## src/rtl/apx_mult_pkg.sv

```systemverilog
// Shared types for the approximate multiplier.
// Assumes a 3-bit accuracy selector; unlisted codes mean exact.
package apx_mult_pkg;

    typedef enum logic [2:0] {
        ACC_EXACT = 3'd0,
        ACC_DEG1  = 3'd1,
        ACC_DEG2  = 3'd2,
        ACC_DEG3  = 3'd3,
        ACC_DEG4  = 3'd4
    } acc_mode_e;

endpackage

```

## src/rtl/apx_cell.sv

```systemverilog
// One adder cell of the multiplier array.
// Exact: full adder. Approximate: sum = b, carry = a, cin ignored.
// Approximate with zero tie: sum and carry are both 0.
// Assumes the caller decides per column whether the cell is approximated.
module apx_cell (
    input  logic a,
    input  logic b,
    input  logic cin,
    input  logic apx,
    input  logic zero_tie,
    output logic s,
    output logic co
);

    // Select the exact or inexact cell function.
    always_comb begin
        if (apx) begin
            if (zero_tie) begin
                s  = 1'b0;
                co = 1'b0;
            end else begin
                s  = b;
                co = a;
            end
        end else begin
            s  = a ^ b ^ cin;
            co = (a & b) | (a & cin) | (b & cin);
        end
    end

endmodule

```

## src/rtl/apx_guard.sv

```systemverilog
// Operand guard: flags transactions whose top bits make approximation risky.
// Assumes unsigned operands; a hit means both operands have a set bit
// among their GB most significant bits.
module apx_guard #(
    parameter int W  = 8,
    parameter int GB = 2
) (
    input  logic [W-1:0] op_a,
    input  logic [W-1:0] op_b,
    output logic         hit
);

    // Both operands must be large for the guard to trip.
    always_comb begin
        hit = (|op_a[W-1 -: GB]) && (|op_b[W-1 -: GB]);
    end

endmodule

```

## src/rtl/apx_array.sv

```systemverilog
// Row-ripple multiplier array with a column-count approximation knob.
// Row r adds op_a & op_b[r] at weight r into a 2W-bit accumulator.
// Cells in columns below ncols are approximated; with zero_tie those
// low product bits are also masked to zero at the output.
// Assumes ncols <= 2W.
module apx_array #(
    parameter int W  = 8,
    localparam int P  = 2 * W,
    localparam int CW = $clog2(P + 1)
) (
    input  logic [W-1:0]  op_a,
    input  logic [W-1:0]  op_b,
    input  logic [CW-1:0] ncols,
    input  logic          zero_tie,
    output logic [P-1:0]  prod
);

    logic [P-1:0] acc [W];
    logic [P-1:0] col_apx;
    logic [P-1:0] out_mask;

    // Per-column approximation select and zero-tie output mask.
    for (genvar c = 0; c < P; c++) begin : g_col
        assign col_apx[c]  = (ncols > CW'(c));
        assign out_mask[c] = zero_tie & col_apx[c];
    end

    // Row 0: the first partial product seeds the accumulator.
    assign acc[0] = {{W{1'b0}}, op_a & {W{op_b[0]}}};

    for (genvar r = 1; r < W; r++) begin : g_row
        logic [W:0] cy;
        assign cy[0] = 1'b0;

        // Ripple of W cells over columns r .. r+W-1.
        for (genvar k = 0; k < W; k++) begin : g_cell
            apx_cell u_cell (
                .a        (acc[r-1][r+k]),
                .b        (op_a[k] & op_b[r]),
                .cin      (cy[k]),
                .apx      (col_apx[r+k]),
                .zero_tie (zero_tie),
                .s        (acc[r][r+k]),
                .co       (cy[k+1])
            );
        end

        // Carry out of the row becomes the next accumulator column.
        assign acc[r][r+W] = cy[W];

        // Columns this row does not touch pass through.
        for (genvar j = 0; j < P; j++) begin : g_pass
            if (j < r || j > r + W) begin : g_keep
                assign acc[r][j] = acc[r-1][j];
            end
        end
    end

    // Final product with zero-tied columns forced low.
    assign prod = acc[W-1] & ~out_mask;

endmodule

```

## src/rtl/apx_mult_top.sv

```systemverilog
// Accuracy-configurable approximate multiplier, one output register.
// Selector codes 1..4 approximate D1..D4_COLS low columns; other codes
// are exact. The guard forces exact operation for large operands.
// Assumes synchronous active-low reset; inputs sampled when in_valid.
module apx_mult_top #(
    parameter int W       = 8,
    parameter int GB      = 2,
    parameter int D1_COLS = 7,
    parameter int D2_COLS = 8,
    parameter int D3_COLS = 9,
    parameter int D4_COLS = 2 * W,
    localparam int P  = 2 * W,
    localparam int CW = $clog2(P + 1)
) (
    input  logic         clk,
    input  logic         rst_n,
    input  logic         in_valid,
    input  logic [W-1:0] op_a,
    input  logic [W-1:0] op_b,
    input  logic [2:0]   mode,
    input  logic         zero_tie,
    output logic         out_valid,
    output logic [P-1:0] product,
    output logic         guard_hit
);

    import apx_mult_pkg::*;

    logic          hit_c;
    acc_mode_e     eff_mode;
    logic [CW-1:0] ncols;
    logic [P-1:0]  prod_c;

    apx_guard #(.W(W), .GB(GB)) u_guard (
        .op_a (op_a),
        .op_b (op_b),
        .hit  (hit_c)
    );

    // Guard override: a hit turns any selector into exact.
    always_comb begin
        eff_mode = hit_c ? ACC_EXACT : acc_mode_e'(mode);
    end

    // Map the effective selector to a count of approximated columns.
    always_comb begin
        case (eff_mode)
            ACC_DEG1: ncols = CW'(D1_COLS);
            ACC_DEG2: ncols = CW'(D2_COLS);
            ACC_DEG3: ncols = CW'(D3_COLS);
            ACC_DEG4: ncols = CW'(D4_COLS);
            default:  ncols = '0;
        endcase
    end

    apx_array #(.W(W)) u_array (
        .op_a     (op_a),
        .op_b     (op_b),
        .ncols    (ncols),
        .zero_tie (zero_tie),
        .prod     (prod_c)
    );

    // Output register: capture on valid, hold otherwise.
    always_ff @(posedge clk) begin
        if (!rst_n) begin
            out_valid <= 1'b0;
            product   <= '0;
            guard_hit <= 1'b0;
        end else begin
            out_valid <= in_valid;
            if (in_valid) begin
                product   <= prod_c;
                guard_hit <= hit_c;
            end
        end
    end

    // output valid tracks input valid one clock later.
    a_r6_valid_follow: assert property (@(posedge clk) disable iff (!rst_n)
        in_valid |=> out_valid);
    a_r6_valid_drop: assert property (@(posedge clk) disable iff (!rst_n)
        !in_valid |=> !out_valid);

    // exact selector without guard gives the true product.
    a_r1_exact_product: assert property (@(posedge clk) disable iff (!rst_n)
        (in_valid && mode == 3'd0) |=>
        product == P'($past(op_a)) * P'($past(op_b)));

    // large operands raise the flag and get the exact product.
    a_r5_guard_exact: assert property (@(posedge clk) disable iff (!rst_n)
        (in_valid && (|op_a[W-1 -: GB]) && (|op_b[W-1 -: GB])) |=>
        (guard_hit && product == P'($past(op_a)) * P'($past(op_b))));

    // zero tie at degree 1 leaves the low columns at zero.
    a_r4_zero_low: assert property (@(posedge clk) disable iff (!rst_n)
        (in_valid && zero_tie && mode == 3'd1 &&
         !((|op_a[W-1 -: GB]) && (|op_b[W-1 -: GB]))) |=>
        ((product & ((P'(1) << D1_COLS) - P'(1))) == '0));

    // outputs hold while no transaction is sampled.
    a_r7_hold: assert property (@(posedge clk) disable iff (!rst_n)
        !in_valid |=> ($stable(product) && $stable(guard_hit)));

    // reset clears every output.
    a_r8_reset_clear: assert property (@(posedge clk)
        !rst_n |=> (!out_valid && product == '0 && !guard_hit));

endmodule

```

## config.mk

```make
export PLATFORM = sky130hd
export DESIGN_NAME = apx_mult_top
export DESIGN_NICKNAME = d
export VERILOG_FILES = /design/src/rtl/apx_mult_pkg.sv /design/src/rtl/apx_cell.sv /design/src/rtl/apx_guard.sv /design/src/rtl/apx_array.sv /design/src/rtl/apx_mult_top.sv
export SDC_FILE = /design/constraint.sdc
export NUM_CORES = 1
export LEC_CHECK = 0
export ABC_AREA = 1
export BUFFER_PORTS_ARGS = -buffer_cell sky130_fd_sc_hd__clkbuf_2
export CELL_PAD_IN_SITES_DETAIL_PLACEMENT = 0
export CELL_PAD_IN_SITES_GLOBAL_PLACEMENT = 1
export CORE_MARGIN = 1
export CORE_UTILIZATION = 28
export DETAILED_ROUTE_END_ITERATION = 10
export PLACE_DENSITY = 0.6
export SLEW_MARGIN = 5
export SYNTH_ARGS = -nofsm -noshare
export SYNTH_HDL_FRONTEND = slang
export SYNTH_SLANG_ARGS = --single-unit
export TNS_END_PERCENT = 50
```

## constraint.sdc

```tcl
create_clock -name clk -period 17.51 [get_ports clk]
set_input_delay 1.751 -clock clk [delete_from_list [all_inputs] [get_ports clk]]
set_output_delay 1.751 -clock clk [all_outputs]
set_load 0.005 [all_outputs]
```

==> flow_summary.yaml <==
logic_synthesis:
  ys_ff_latch: 18
  syn_avg_cell_area_sq_um: 6.29
  yosysUniqueCellTypes: 26
  synth_edf_count: 0
  yosysMostFrequentCell: "nand2_1"
  synthTopCellsByArea: "fa_1 27%, nand2_1 18%, o21ai_0 11%, dfxtp_1 10%, inv_1 9.9%"
  synth_area_sq_mm: 0.00357
  yosysWarnings: 0
  synth-main-ff-cell: "dfxtp_1"
  synthTopCellsByCount: "173 x nand2_1, 94 x inv_1, 76 x o21ai_0"
  synthCells: 567
  syn_nets: 646
  synth_area_leader_cell: "fa_1"
  async_reset_ff_share_pct: 0
  synth_top_cell_area_share_pct: 26.9
  seq_area_frac_synth_pct: 10.1
cts:
  clk_pin_slew_ns: 0.05
  worstSkewPairLatency_ns: 0.24
  cts-root-buf: "clkbuf_16"
  htree_levels: 1
  clockBufferDepth: 2
  cts_setup_buffers: 0
  cts_sinks: 18
  cts-hold-fix-buffers: 0
  cts_buffers: 3
  post_cts_resized: 0
  cts_tree: "done"
grt:
  grt_antenna_before_repair: 0
  grt_pass1_vias: 3377
  overflow: 0
  grt_pass1_wl_mm: 15.8
  grt_max_degree: 64
  track_usage_pct: 14.6
die:
  dieWidth_microns: 115
  io_pins: 41
  rows: 40
  die-area_sq_mm: 0.0132
  start_util_pct: 29.2
  core_area_sq_mm: 0.0122
  die_h_microns: 115
placement:
  port-buffer-count: 40
  place.gp.congestion: 0.719
  dp_hpwl_mm: 7.14
timing:
  setup_viol: 0
  drv_slew: 0
  whs_ns: 0.463
  finClkSkew_ns: 0
  max_freq_mhz: 68.6
  relSlewSlack_pct: 64.5
  min_period_over_period_pct: 83.3
  finalHoldViolCount: 0
  rsz0062_at_grt: "no"
  period_minus_slack_ns: 14.59
  worst_pin_slew_ns: 0.532
  tns_ns: 0
worst_hold_path:
  holdCritPathClass: "flop to flop"
  worstHoldEndpoint: "product[1]"
  hp-start: "product[1]"
  min_delay_path_depth: 2
drt:
  vias_per_cell: 4.52
  ant_nets: 0
  drc: 0
  drt_iter0_markers: 146
  wire_per_inst_microns: 12.1
  vias: 3339
  drtPass1Iterations: 4
  finalWirelength_mm: 8.97
flow_run:
  maxCapViolCount: 0
worst_setup_path:
  path_class: "primary input to flop"
  crit_slowest_cell: "fa_1"
  critical_path_buf_inv_count: 11
  cp-start-kind: "primary input"
  cpMostUsedCell: "fa_1"
  reg2reg_to: "product[14]"
  critical_path.top_delay_family: "adder cells"
  worst_ep_arrival_time_ns: 14.70
  end_kind: "flop"
  required_ns: 17.62
  reg2regPathDepth: 2
  reg2reg_from: "product[14]"
  crit_path_max_incr_delay_ns: 0.44
  rrSetupSlack_ns: 16.77
  cp_max_fo: 63
pwr:
  ir_worst_vdd_mv: 0.0324
  p_leak_nw: 2.21
  powerDensity_mw_per_mm2: 114
  totalPowerFinal_uw: 439
layout:
  num-nets-final: 652
  syn2layout_area_growth_pct: 8.00
  nFillCells: 1444
  diodes: 0
  drive_gt1_share_pct: 11.0
status:
  outcome: "finished clean"
flip-flops by register name, summed over array words and instances (netlist names):
register	count
out_valid	1
product	16
guard_hit	1
how the worst max path moves through the flow:
stage                  endpoint     from  cells past startpoint
floorplan           product[14]  op_b[7]                     61
global placement    product[14]  op_a[6]                     60
detailed placement  product[14]  op_a[6]                     60
CTS                 product[14]  op_a[6]                     60
global route        product[14]  op_a[6]                     60
finish              product[14]  op_a[6]                     60
cells in the final DEF (no fill, tap or decap):
cell type | Yosys | layout
nand4_1 | 2 | 2
fa_1 | 48 | 48
clkbuf_2 | 1 | 40
buf_4 | 9 | 2
nand2_2 | 3 | 3
nand2_1 | 173 | 173
a31oi_1 | 2 | 2
inv_2 | 6 | 6
o31ai_1 | 1 | 1
nand2_4 | 4 | 4
nor2_1 | 29 | 29
o21ai_1 | 22 | 22
a21oi_1 | 12 | 12
clkbuf_16 | 0 | 3
o21ai_0 | 76 | 76
inv_1 | 94 | 94
nand3_1 | 19 | 19
ha_1 | 8 | 8
dfxtp_1 | 18 | 18
or2_2 | 5 | 5
or2_1 | 2 | 2
clkinv_1 | 1 | 1
nand3b_1 | 1 | 1
final cells by class:
type / instances / area [sq um] / area share [%]
multi-input combinational: 407 / 2610 / 67.8
inverter: 101 / 379 / 9.84
sequential: 18 / 360 / 9.35
timing repair buffer: 42 / 215 / 5.59
tap: 168 / 210 / 5.46
clock buffer: 3 / 75.1 / 1.95
stage by stage:
step	worst slack [ns]	area, sq um	utilization (%)	instances
finish	2.92	3850	31.5	739
detailed placement	2.61	3780	30.9	736
global route	1.80	3850	31.5	739
global placement	2.66	3780	30.9	736
CTS	2.82	3850	31.5	739
floorplan	3.76	3570	-	567
per-layer routing:
metal / part of all wire [%] / GRT usage [%]
met2: 49 / 27.3
met3: 2.0 / 0.843
met1: 48 / 19.0
met4: 0.54 / 1.47
met5: 0 / 0
kinds of logic after synthesis:
| family | count (synthesis) | share of synthesized area [%] |
|---|---|---|
| AOI/OAI and AO/OA | 113 | 16.0 |
| adders and majority gates | 56 | 29.7 |
| buffers and inverters | 142 | 16.7 |
| DFF | 18 | 10.1 |
| and+or+nand+nor | 238 | 27.5 |
tightest hold or removal path: stages (launching register included):
cell	delay (ns)
dfxtp_1	0.30
nand2_1	0.06
a21oi_1	0.05
power breakdown:
group          switching, mW  internal (mW)  total, mW
sequential           0.00459         0.0507     0.0553
clock                 0.0138         0.0300     0.0438
combinational          0.197          0.143      0.340
Power figures use the tool's default switching activity.
